==> src/rtl/pktbuf_pkg.sv <==
package pktbuf_pkg;

    // Default geometry of one endpoint buffer
    localparam int DEF_DATA_W     = 8;
    localparam int DEF_BANK_BYTES = 64;
    localparam int NUM_BANKS      = 2;

    // Which port produces: IN means host side fills, USB side drains
    typedef enum logic {
        DIR_OUT = 1'b0,
        DIR_IN  = 1'b1
    } ep_dir_e;

    // Producer requests after port mapping
    typedef struct packed {
        logic wr;
        logic commit;
    } prod_ctl_t;

    // Consumer requests after port mapping
    typedef struct packed {
        logic rd;
        logic rel;
    } cons_ctl_t;

    // Decoded outcome of one cycle of requests
    typedef struct packed {
        logic accept_wr;
        logic drop_wr;
        logic accept_commit;
        logic accept_rd;
        logic miss_rd;
        logic accept_rel;
    } ctl_dec_t;

    // Clamp a requested packet length to the bank size
    function automatic int clamp_len(input int len, input int lim);
        return (len > lim) ? lim : len;
    endfunction

endpackage

==> src/rtl/pktbuf_portmap.sv <==
module pktbuf_portmap
    import pktbuf_pkg::*;
#(
    parameter ep_dir_e DIR    = DIR_IN,
    parameter int      DATA_W = DEF_DATA_W,
    parameter int      CNT_W  = 7
) (
    input  logic              spi_stb,
    input  logic              spi_done,
    input  logic [DATA_W-1:0] spi_din,
    input  logic [CNT_W-1:0]  spi_len,
    output logic [DATA_W-1:0] spi_dout,
    input  logic              usb_stb,
    input  logic              usb_done,
    input  logic [DATA_W-1:0] usb_din,
    input  logic [CNT_W-1:0]  usb_len,
    output logic [DATA_W-1:0] usb_dout,
    input  logic [DATA_W-1:0] rdata,
    output prod_ctl_t         prod,
    output logic [DATA_W-1:0] prod_data,
    output logic [CNT_W-1:0]  prod_len,
    output cons_ctl_t         cons
);

    localparam logic HOST_FILLS = (DIR == DIR_IN);

    // Producer side selection
    assign prod.wr     = HOST_FILLS ? spi_stb  : usb_stb;
    assign prod.commit = HOST_FILLS ? spi_done : usb_done;
    assign prod_data   = HOST_FILLS ? spi_din  : usb_din;
    assign prod_len    = HOST_FILLS ? spi_len  : usb_len;

    // Consumer side selection
    assign cons.rd  = HOST_FILLS ? usb_stb  : spi_stb;
    assign cons.rel = HOST_FILLS ? usb_done : spi_done;

    // Read data only reaches the consumer; producer output held at zero
    assign usb_dout = HOST_FILLS ? rdata : '0;
    assign spi_dout = HOST_FILLS ? '0 : rdata;

endmodule

==> src/rtl/pktbuf_banks.sv <==
module pktbuf_banks
    import pktbuf_pkg::*;
#(
    parameter int DATA_W     = DEF_DATA_W,
    parameter int BANK_BYTES = DEF_BANK_BYTES,
    parameter int PTR_W      = $clog2(BANK_BYTES)
) (
    input  logic              clk,
    input  logic              rst,
    input  logic              wr_en,
    input  logic              wr_bank,
    input  logic [PTR_W-1:0]  wr_addr,
    input  logic [DATA_W-1:0] wr_data,
    input  logic              rd_en,
    input  logic              rd_bank,
    input  logic [PTR_W-1:0]  rd_addr,
    output logic [DATA_W-1:0] rdata
);

    logic [DATA_W-1:0] bank_word [NUM_BANKS];

    // One storage array per bank, written only when selected
    for (genvar b = 0; b < NUM_BANKS; b++) begin : g_bank
        logic [DATA_W-1:0] store [BANK_BYTES];

        always_ff @(posedge clk) begin
            if (wr_en && (wr_bank == 1'(b))) begin
                store[wr_addr] <= wr_data;
            end
        end

        assign bank_word[b] = store[rd_addr];
    end

    // Registered read port; idle cycles present zero
    always_ff @(posedge clk) begin
        if (rst) begin
            rdata <= '0;
        end else if (rd_en) begin
            rdata <= bank_word[rd_bank];
        end else begin
            rdata <= '0;
        end
    end

endmodule

==> src/rtl/pktbuf_ctrl.sv <==
module pktbuf_ctrl
    import pktbuf_pkg::*;
#(
    parameter ep_dir_e DIR        = DIR_IN,
    parameter int      BANK_BYTES = DEF_BANK_BYTES,
    parameter int      CNT_W      = $clog2(BANK_BYTES + 1),
    parameter int      PTR_W      = $clog2(BANK_BYTES)
) (
    input  logic             clk,
    input  logic             rst,
    input  logic             flush,
    input  prod_ctl_t        prod,
    input  logic [CNT_W-1:0] prod_len,
    input  cons_ctl_t        cons,
    output logic             wr_en,
    output logic             wr_bank,
    output logic [PTR_W-1:0] wr_addr,
    output logic             rd_en,
    output logic             rd_bank,
    output logic [PTR_W-1:0] rd_addr,
    output logic             head_valid,
    output logic [CNT_W-1:0] head_cnt,
    output logic             buf_avail,
    output logic             ev_pkt,
    output logic             underflow,
    output logic             overflow
);

    localparam logic [CNT_W-1:0] LIMIT    = CNT_W'(BANK_BYTES);
    localparam logic [PTR_W-1:0] RPTR_TOP = {PTR_W{1'b1}};

    // Bank state
    logic [NUM_BANKS-1:0] full_q;
    logic [CNT_W-1:0]     cnt_q [NUM_BANKS];
    logic                 head_q;   // oldest full bank
    logic                 tail_q;   // bank being filled
    logic [CNT_W-1:0]     wptr_q;   // fill offset, 0..BANK_BYTES
    logic [PTR_W-1:0]     rptr_q;   // read offset in head bank
    logic                 udf_q;
    logic                 ovf_q;
    logic                 ev_q;

    ctl_dec_t         dec;
    logic [CNT_W-1:0] commit_cnt;

    // Decode this cycle's requests against the bank state
    always_comb begin
        dec.accept_wr     = prod.wr && !full_q[tail_q] && (wptr_q < LIMIT);
        dec.drop_wr       = prod.wr && !dec.accept_wr;
        dec.accept_commit = prod.commit && !full_q[tail_q];
        dec.accept_rd     = cons.rd && full_q[head_q];
        dec.miss_rd       = cons.rd && (full_q == '0);
        dec.accept_rel    = cons.rel && full_q[head_q];
    end

    assign commit_cnt = CNT_W'(clamp_len(int'(prod_len), BANK_BYTES));

    always_ff @(posedge clk) begin
        if (rst || flush) begin
            full_q <= '0;
            for (int b = 0; b < NUM_BANKS; b++) begin
                cnt_q[b] <= '0;
            end
            head_q <= 1'b0;
            tail_q <= 1'b0;
            wptr_q <= '0;
            rptr_q <= '0;
            udf_q  <= 1'b0;
            ovf_q  <= 1'b0;
            ev_q   <= 1'b0;
        end else begin
            // Producer: byte fill, then close the packet
            if (dec.accept_wr) begin
                wptr_q <= wptr_q + 1'b1;
            end
            if (dec.accept_commit) begin
                full_q[tail_q] <= 1'b1;
                cnt_q[tail_q]  <= commit_cnt;
                tail_q         <= ~tail_q;
                wptr_q         <= '0;
            end

            // Consumer: byte drain, then hand the bank back
            if (dec.accept_rd && (rptr_q != RPTR_TOP)) begin
                rptr_q <= rptr_q + 1'b1;
            end
            if (dec.accept_rel) begin
                full_q[head_q] <= 1'b0;
                cnt_q[head_q]  <= '0;
                head_q         <= ~head_q;
                rptr_q         <= '0;
            end

            // Sticky error flags
            if (dec.miss_rd) begin
                udf_q <= 1'b1;
            end
            if (dec.drop_wr) begin
                ovf_q <= 1'b1;
            end

            // Event: sent for IN, arrived for OUT
            ev_q <= (DIR == DIR_IN) ? dec.accept_rel : dec.accept_commit;
        end
    end

    // Memory control
    assign wr_en   = dec.accept_wr && !flush;
    assign wr_bank = tail_q;
    assign wr_addr = wptr_q[PTR_W-1:0];
    assign rd_en   = dec.accept_rd && !flush;
    assign rd_bank = head_q;
    assign rd_addr = rptr_q;

    // Status
    assign head_valid = full_q[head_q];
    assign head_cnt   = cnt_q[head_q];
    assign buf_avail  = !full_q[tail_q];
    assign ev_pkt     = ev_q;
    assign underflow  = udf_q;
    assign overflow   = ovf_q;

    // Assertions guarding bank order, stall, flags and flush
    AST_HEAD_IS_OLDEST: assert property (@(posedge clk) disable iff (rst)
        (full_q != '0) |-> full_q[head_q]);

    AST_STALL_HOLDS: assert property (@(posedge clk) disable iff (rst)
        ((&full_q) && !cons.rel && !flush) |=> ((&full_q) && $stable(tail_q)));

    AST_EMPTY_READ_FLAGS: assert property (@(posedge clk) disable iff (rst)
        (cons.rd && (full_q == '0) && !flush) |=> udf_q);

    AST_UNDERFLOW_STICKY: assert property (@(posedge clk) disable iff (rst)
        (udf_q && !flush) |=> udf_q);

    AST_NO_OVERFLOW_LOSS: assert property (@(posedge clk) disable iff (rst)
        (ovf_q && !flush) |=> ovf_q);

    AST_FILL_BOUND: assert property (@(posedge clk) disable iff (rst)
        (wptr_q == LIMIT) |-> !wr_en);

    AST_FLUSH_CLEARS: assert property (@(posedge clk) disable iff (rst)
        flush |=> ((full_q == '0) && !udf_q && !ovf_q && (wptr_q == '0)));

endmodule

==> src/rtl/pingpong_pkt_buf.sv <==
module pingpong_pkt_buf
    import pktbuf_pkg::*;
#(
    parameter ep_dir_e DIR        = DIR_IN,
    parameter int      DATA_W     = DEF_DATA_W,
    parameter int      BANK_BYTES = DEF_BANK_BYTES,
    localparam int     CNT_W      = $clog2(BANK_BYTES + 1)
) (
    input  logic              clk,
    input  logic              rst,
    input  logic              flush,
    input  logic              spi_stb,
    input  logic              spi_done,
    input  logic [DATA_W-1:0] spi_din,
    input  logic [CNT_W-1:0]  spi_len,
    output logic [DATA_W-1:0] spi_dout,
    input  logic              usb_stb,
    input  logic              usb_done,
    input  logic [DATA_W-1:0] usb_din,
    input  logic [CNT_W-1:0]  usb_len,
    output logic [DATA_W-1:0] usb_dout,
    output logic              head_valid,
    output logic [CNT_W-1:0]  head_cnt,
    output logic              buf_avail,
    output logic              ev_pkt,
    output logic              underflow,
    output logic              overflow
);

    localparam int PTR_W = $clog2(BANK_BYTES);

    prod_ctl_t         prod;
    cons_ctl_t         cons;
    logic [DATA_W-1:0] prod_data;
    logic [CNT_W-1:0]  prod_len;
    logic [DATA_W-1:0] rdata;

    logic              wr_en;
    logic              wr_bank;
    logic [PTR_W-1:0]  wr_addr;
    logic              rd_en;
    logic              rd_bank;
    logic [PTR_W-1:0]  rd_addr;

    pktbuf_portmap #(
        .DIR    (DIR),
        .DATA_W (DATA_W),
        .CNT_W  (CNT_W)
    ) u_map (
        .spi_stb   (spi_stb),
        .spi_done  (spi_done),
        .spi_din   (spi_din),
        .spi_len   (spi_len),
        .spi_dout  (spi_dout),
        .usb_stb   (usb_stb),
        .usb_done  (usb_done),
        .usb_din   (usb_din),
        .usb_len   (usb_len),
        .usb_dout  (usb_dout),
        .rdata     (rdata),
        .prod      (prod),
        .prod_data (prod_data),
        .prod_len  (prod_len),
        .cons      (cons)
    );

    pktbuf_ctrl #(
        .DIR        (DIR),
        .BANK_BYTES (BANK_BYTES),
        .CNT_W      (CNT_W),
        .PTR_W      (PTR_W)
    ) u_ctrl (
        .clk        (clk),
        .rst        (rst),
        .flush      (flush),
        .prod       (prod),
        .prod_len   (prod_len),
        .cons       (cons),
        .wr_en      (wr_en),
        .wr_bank    (wr_bank),
        .wr_addr    (wr_addr),
        .rd_en      (rd_en),
        .rd_bank    (rd_bank),
        .rd_addr    (rd_addr),
        .head_valid (head_valid),
        .head_cnt   (head_cnt),
        .buf_avail  (buf_avail),
        .ev_pkt     (ev_pkt),
        .underflow  (underflow),
        .overflow   (overflow)
    );

    pktbuf_banks #(
        .DATA_W     (DATA_W),
        .BANK_BYTES (BANK_BYTES),
        .PTR_W      (PTR_W)
    ) u_banks (
        .clk     (clk),
        .rst     (rst),
        .wr_en   (wr_en),
        .wr_bank (wr_bank),
        .wr_addr (wr_addr),
        .wr_data (prod_data),
        .rd_en   (rd_en),
        .rd_bank (rd_bank),
        .rd_addr (rd_addr),
        .rdata   (rdata)
    );

endmodule

==> config.mk <==
export PLATFORM = sky130hd
export DESIGN_NAME = pingpong_pkt_buf
export DESIGN_NICKNAME = d
export VERILOG_FILES = /design/src/rtl/pktbuf_pkg.sv /design/src/rtl/pktbuf_portmap.sv /design/src/rtl/pktbuf_banks.sv /design/src/rtl/pktbuf_ctrl.sv /design/src/rtl/pingpong_pkt_buf.sv
export SDC_FILE = /design/constraint.sdc
export NUM_CORES = 1
export LEC_CHECK = 0
export ABC_CLOCK_PERIOD_IN_PS = 3400
export CAP_MARGIN = 0
export CORE_ASPECT_RATIO = 1.2
export CORE_MARGIN = 4
export CORE_UTILIZATION = 30
export CTS_BUF_LIST = sky130_fd_sc_hd__clkbuf_8
export DETAILED_ROUTE_END_ITERATION = 6
export GPL_TIMING_DRIVEN = 0
export SLEW_MARGIN = 30
export SYNTH_ARGS = -nofsm -noshare
export SYNTH_HDL_FRONTEND = slang
export SYNTH_HIERARCHICAL = 1
export SYNTH_SLANG_ARGS = --single-unit
==> constraint.sdc <==
create_clock -name clk -period 3.4 [get_ports clk]
set_clock_uncertainty 0.15 [all_clocks]
set_input_delay 0.34 -clock clk [delete_from_list [all_inputs] [get_ports clk]]
set_output_delay 0.34 -clock clk [all_outputs]
set_load 0.01 [all_outputs]
# == Word level (Yosys, flattened, before mapping) ==
# Memory sizes are Yosys's and may differ from the RTL's. A register that Yosys moved wholly into a read port is not among the register bits.
# Index checks and enable logic that the tools add are counted.
# totals
reg_bits,28
ram_bits,1038
inputBits,37
word_cells,92
n_memories,3
# memory_table
memory,depth,word_bits,read_ports,rd_ports_with_merged_regs,write_ports,line,source
u_banks.g_bank[0].store,64,8,1,1,1,pktbuf_banks.sv:24,logic [DATA_W-1:0] store [BANK_BYTES];
u_banks.g_bank[1].store,64,8,1,1,1,pktbuf_banks.sv:24,
u_ctrl.cnt_q,2,7,1,1,2,pktbuf_ctrl.sv:34,logic [CNT_W-1:0] cnt_q [NUM_BANKS];
# classes
add_sub_neg,2
order_cmp,7
n_eq_ne,1
n_mux,39
n_bitwise,7
n_reduce_logical,24
# ops
op,count
2-to-1 mux 1 bit,24
2-to-1 mux 6 bit,4
2-to-1 mux 8 bit,3
2-to-1 mux 7 bit,3
logical AND 1 bit,14
OR reduction 7 bit,2
"adder 7 x 1 -> 7 bit, second input constant",1
"> comparator 7 bit, second input constant",1
"less-than comparator 7 bit, second input constant",1
"adder 6 x 1 -> 6 bit, second input constant",1
2-to-1 mux 2 bit,3
"inequality test 6 bit, second input constant",1
OR reduction 2 bit,3
"less-than comparator 1 x 2 -> 1 bit, second input constant",2
logical NOT 1 bit,3
NOT 1 bit,3
AND 2 bit,1
demux 1 bit (select 1 bit),2
">= comparator 1 bit, second input constant",2
">= comparator 2 bit, second input constant",1
logical NOT 2 bit,1
NOT 1 -> 2 bit,1
NOT 2 bit,1
OR 2 bit,1
logical OR 1 bit,1

# == Longest topological paths before layout ==
# depth
depth_word,9
ltp_mapped,10
mapped_depth_nobuf,8

# == Hierarchy ==
# The synthesis kept the hierarchy.
# by_module_without_submodules
module,n_inst,cells_per_inst,area_per_inst_um2,seq_area_each_um2
pktbuf_banks,1,2238,40561.4,30909.6
pktbuf_ctrl,1,197,1651.6,700.7
pktbuf_portmap,1,36,266.5,0.0

# == Least setup slack after synthesis ==
# OpenSTA, ideal clock, no wires.
# synth_timing
kind,reg2reg
start,"reg u_ctrl.tail_q, in the netlist u_ctrl/wr_bank"
end,"mem u_banks/g_bank[0].store[61][0] (netlist name), enable pin"
setup_time_ns,0.371
t_arrival_ns,2.163
path_slack_ns,0.717
path_stages_with_launch,8
n_path_buf,2
synth_period_minus_slack_ns,2.683
cell_sequence,dfxtp_1 -> mux2_4 -> buf_2 -> nor3_1 -> nor2b_1 -> clkbuf_1 -> nand4_1 -> nor2_1
# synth_between
elab_chain_cells,9
# synth_lines
element,line,source
start: declaration,pktbuf_ctrl.sv:36,logic tail_q;
start signal: assignment,pktbuf_ctrl.sv:79,tail_q <= ~tail_q;
2-to-1 mux 1 bit (not written as such) (2 in series),pktbuf_ctrl.sv:48,dec.accept_wr = prod.wr && !full_q[tail_q] && (wptr_q < LIMIT);
logical NOT 1 bit,pktbuf_ctrl.sv:48,
logical AND 1 bit (2 in series),pktbuf_ctrl.sv:48,
logical AND 1 bit,pktbuf_ctrl.sv:108,assign wr_en = dec.accept_wr && !flush;
via wr_en,pingpong_pkt_buf.sv:38,logic wr_en;
logical AND 1 bit,pktbuf_banks.sv:27,if (wr_en && (wr_bank == 1'(b))) begin
2-to-1 mux 1 bit,pktbuf_banks.sv:27,
2-to-1 mux 1 bit (not written as such),pktbuf_banks.sv:28,store[wr_addr] <= wr_data;
end: declaration,pktbuf_banks.sv:24,
# The timed path passes the listed nets, and every way through them passes these cells. The select of a mux whose other input is x is not followed.

==> out/results.txt <==
Final HPWL DP -> 67.3 mm
Die area -> 148000 um^2
Predominant post-synthesis flop cell -> edfxtp_1
Post-synth top cells -> 1024 x edfxtp_1, 396 x mux2i_1, 176 x a22oi_1
Worst path arrival time -> 3930 ps
Synth async-reset ratio -> 0%
Clock buffer depth -> 3
Post-synth EDFFs -> 1024
Hold depth -> 4
Post-DRT Antenna Nets -> 0
Slew Viols, Final -> 0
Mapped Area -> 42500 um^2
Failing checks -> setup timing
Final setup vio count -> 2
Slew @ Worst Pin -> 1180 ps
TritonCTS clock tree -> built
Synthesized flop and latch total -> 1067
Final core occ -> 34.9%
Syn Inst Count -> 2471
Mean routed wirelength per cell -> 22.9 um
Maximum clock rate -> 0.291 GHz
Nets -> 2737
Chip width -> 352 um
Vias in the first global route -> 23000
Max Cap Viol -> 0
TritonCTS Buffers -> 157
Minimum clock period -> 3430 ps
Routed WL -> 107 mm
Setup CP Type -> register to register
Top cell type's share of synthesized area -> 72.4%
Status -> finished, violations left
Final Hold Violating Endpoints -> 0
Fillers -> 13400
Worst path required time -> 3900 ps
CTS Sinks -> 1067
Clock transition at path regs -> 70 ps
Ys Warns -> 6
First DRT Iteration DRCs -> 2136
CP startpoint kind -> register
Avg Cell Area, Syn -> 17.2 um^2
RSZ-0062 raised after global routing -> yes
GPL Wtd Cong -> 0.841
IO Port Bufs -> 22
Fin crit share -> 101%
Layout cell share with drive strength beyond 1 -> 20.5%
P_leak -> 0.0147 uW
Cells on worst reg2reg path -> 9
Cell Rows -> 151
Initial Util -> 30.1%
Unique cell type count in the Yosys netlist -> 52
H-tree Lvls -> 4
All-layer global routing usage -> 14.3%
DRC errors left -> 0
Cell Pwr Density -> 499 nW/um^2
Count leader, synth -> edfxtp_1
DR vias/cell -> 4.94
Yosys top cell by area -> edfxtp_1
Syn-to-layout area delta -> 15.9%
Crit. End Element -> register
Hold Path Class -> primary input to register
Initial antenna violation count -> 4
Design Power -> 24600 uW
Top cells by area, synth -> edfxtp_1 72%, mux2i_1 9.3%, a22oi_1 3.1%, mux4_2 3.0%, dfxtp_1 2.0%
Num ports -> 65
VDD IR-drop max -> 0.399 mV
Largest net degree at the start of global routing -> 129
First-pass iteration count of the detailed router -> 5
Seq/Total Area, Yosys -> 74.4%
Clk_lat worst skew -> 810 ps
Slew headroom -> 21.4%
Clk root buf -> clkbuf_8
Vias -> 23000
Core ar. -> 141000 um^2
Die Span Y -> 420 um
Final WS setup -> -31.0 ps
First-pass GRT wire length -> 154 mm
Critical Path Fanout Max -> 10
Global route overflow -> 0
==> through the flow <==
stage | cell area [um^2] | worst slack, ps | instances | hold slack, ps | setup TNS (ps)
5_1_grt | 49200 | -44.0 | 4659 | 215 | -1020
3_3_place_gp | 45000 | -557 | 4336 | 293 | -154190
3_5_place_dp | 45200 | -572 | 4341 | 296 | -163990
6_report | 49200 | -31.0 | 4659 | 261 | -52.7
4_1_cts | 48700 | -277 | 4648 | 98.2 | -98380
2_1_floorplan | 42500 | 717 | 2478 | 283 | 0
==> cell usage in the layout (no fill, tap or decap), types with 9 or more instances in the layout <==
cell	synthesis	routed
a211oi_1	28	22
a21oi_1	75	75
a22oi_1	176	176
buf_2	27	31
buf_4	67	69
buf_6	14	15
clkbuf_1	50	35
clkbuf_2	1	14
clkbuf_8	0	163
clkdlybuf4s50_1	0	22
clkinv_1	0	32
clkinv_2	0	16
clkinvlp_4	0	9
dfxtp_1	43	43
dlygate4sd3_1	0	23
edfxtp_1	1024	1024
inv_1	22	75
mux2i_1	396	396
mux4_2	56	56
nand2_1	90	78
nand3_1	105	102
nand3b_1	10	10
nand4_1	27	27
nor2_1	140	12
nor2_2	0	78
nor2_4	0	50
nor2b_1	19	18
==> state kept, by name, summed over array words and instances, names as in the netlist, named ones only <==
name,count
u_banks/g_bank.store,1024
u_banks/rdata,8
u_ctrl/cnt_q,14
u_ctrl/ev_pkt,1
u_ctrl/full_q,2
u_ctrl/overflow,1
u_ctrl/rd_addr,6
u_ctrl/rd_bank,1
u_ctrl/underflow,1
u_ctrl/wptr_q,7
u_ctrl/wr_bank,1
==> cell families after synthesis <==
| kind of cell | after synthesis | synth area share (%) |
|---|---|---|
| AOI/OAI and AO/OA | 299 | 4.79 |
| muxes | 468 | 13.0 |
| buffers and inverters | 198 | 2.81 |
| adders and majority gates | 2 | 0.0589 |
| other | 1 | 0.00883 |
| and+or+nand+nor | 436 | 4.90 |
| DFF | 1067 | 74.4 |
==> layer usage <==
metal  share of wire, %  global-route usage [%]
met1                 40                    17.7
met2                 52                    24.9
met3                5.3                    2.60
met4                2.7                    5.06
met5                  0                       0
==> power breakdown <==
group	total, uW	switching [uW]	internal (uW)
Combinational	552	393	159
Sequential	14400	7.60	14400
Clock	9590	4780	4810
==> critical path, stage by stage (launching register included) <==
cell      delay (ps)
dfxtp_1          350
buf_2            250
buf_2            250
nor2_1           270
clkbuf_1         580
a22oi_1          230
nand3_1          140
nand4_1          270
a211oi_1         510
nand2_1          240
==> area by class of cell <==
| cell class | count | area [um^2] | area share [%] |
|---|---|---|---|
| Sequential cell | 1067 | 31600 | 64.2 |
| Multi-Input combinational cell | 1213 | 10400 | 21.2 |
| Tap cell | 1836 | 2300 | 4.67 |
| Clock buffer | 161 | 2220 | 4.50 |
| Buffer | 175 | 1180 | 2.40 |
| Timing Repair Buffer | 62 | 703 | 1.43 |
| Clock inverter | 121 | 684 | 1.39 |
| Inverter | 22 | 82.6 | 0.168 |
| Antenna cell | 2 | 5.00 | 0.0102 |
==> final timing paths <==
path | startpoint | end | slack, ps
setup / recovery | u_ctrl/rd_addr[1] | u_banks/rdata[1] | -30
hold reg to reg | u_ctrl/cnt_q[0][4] | u_ctrl/cnt_q[0][4] | 300
setup reg to reg | u_ctrl/rd_addr[1] | u_banks/rdata[1] | -30
hold / removal | usb_stb | u_ctrl/underflow | 260
==> timing repair <==
action	4_1_cts	5_1_grt
endpoints found under the hold margin	593	0
gates resized for setup	122	104
pin swaps	2	3
hold buffers	23	0
setup buffers	2	10
endpoints found under the setup margin	824	952
Power figures use the tool's default switching activity.
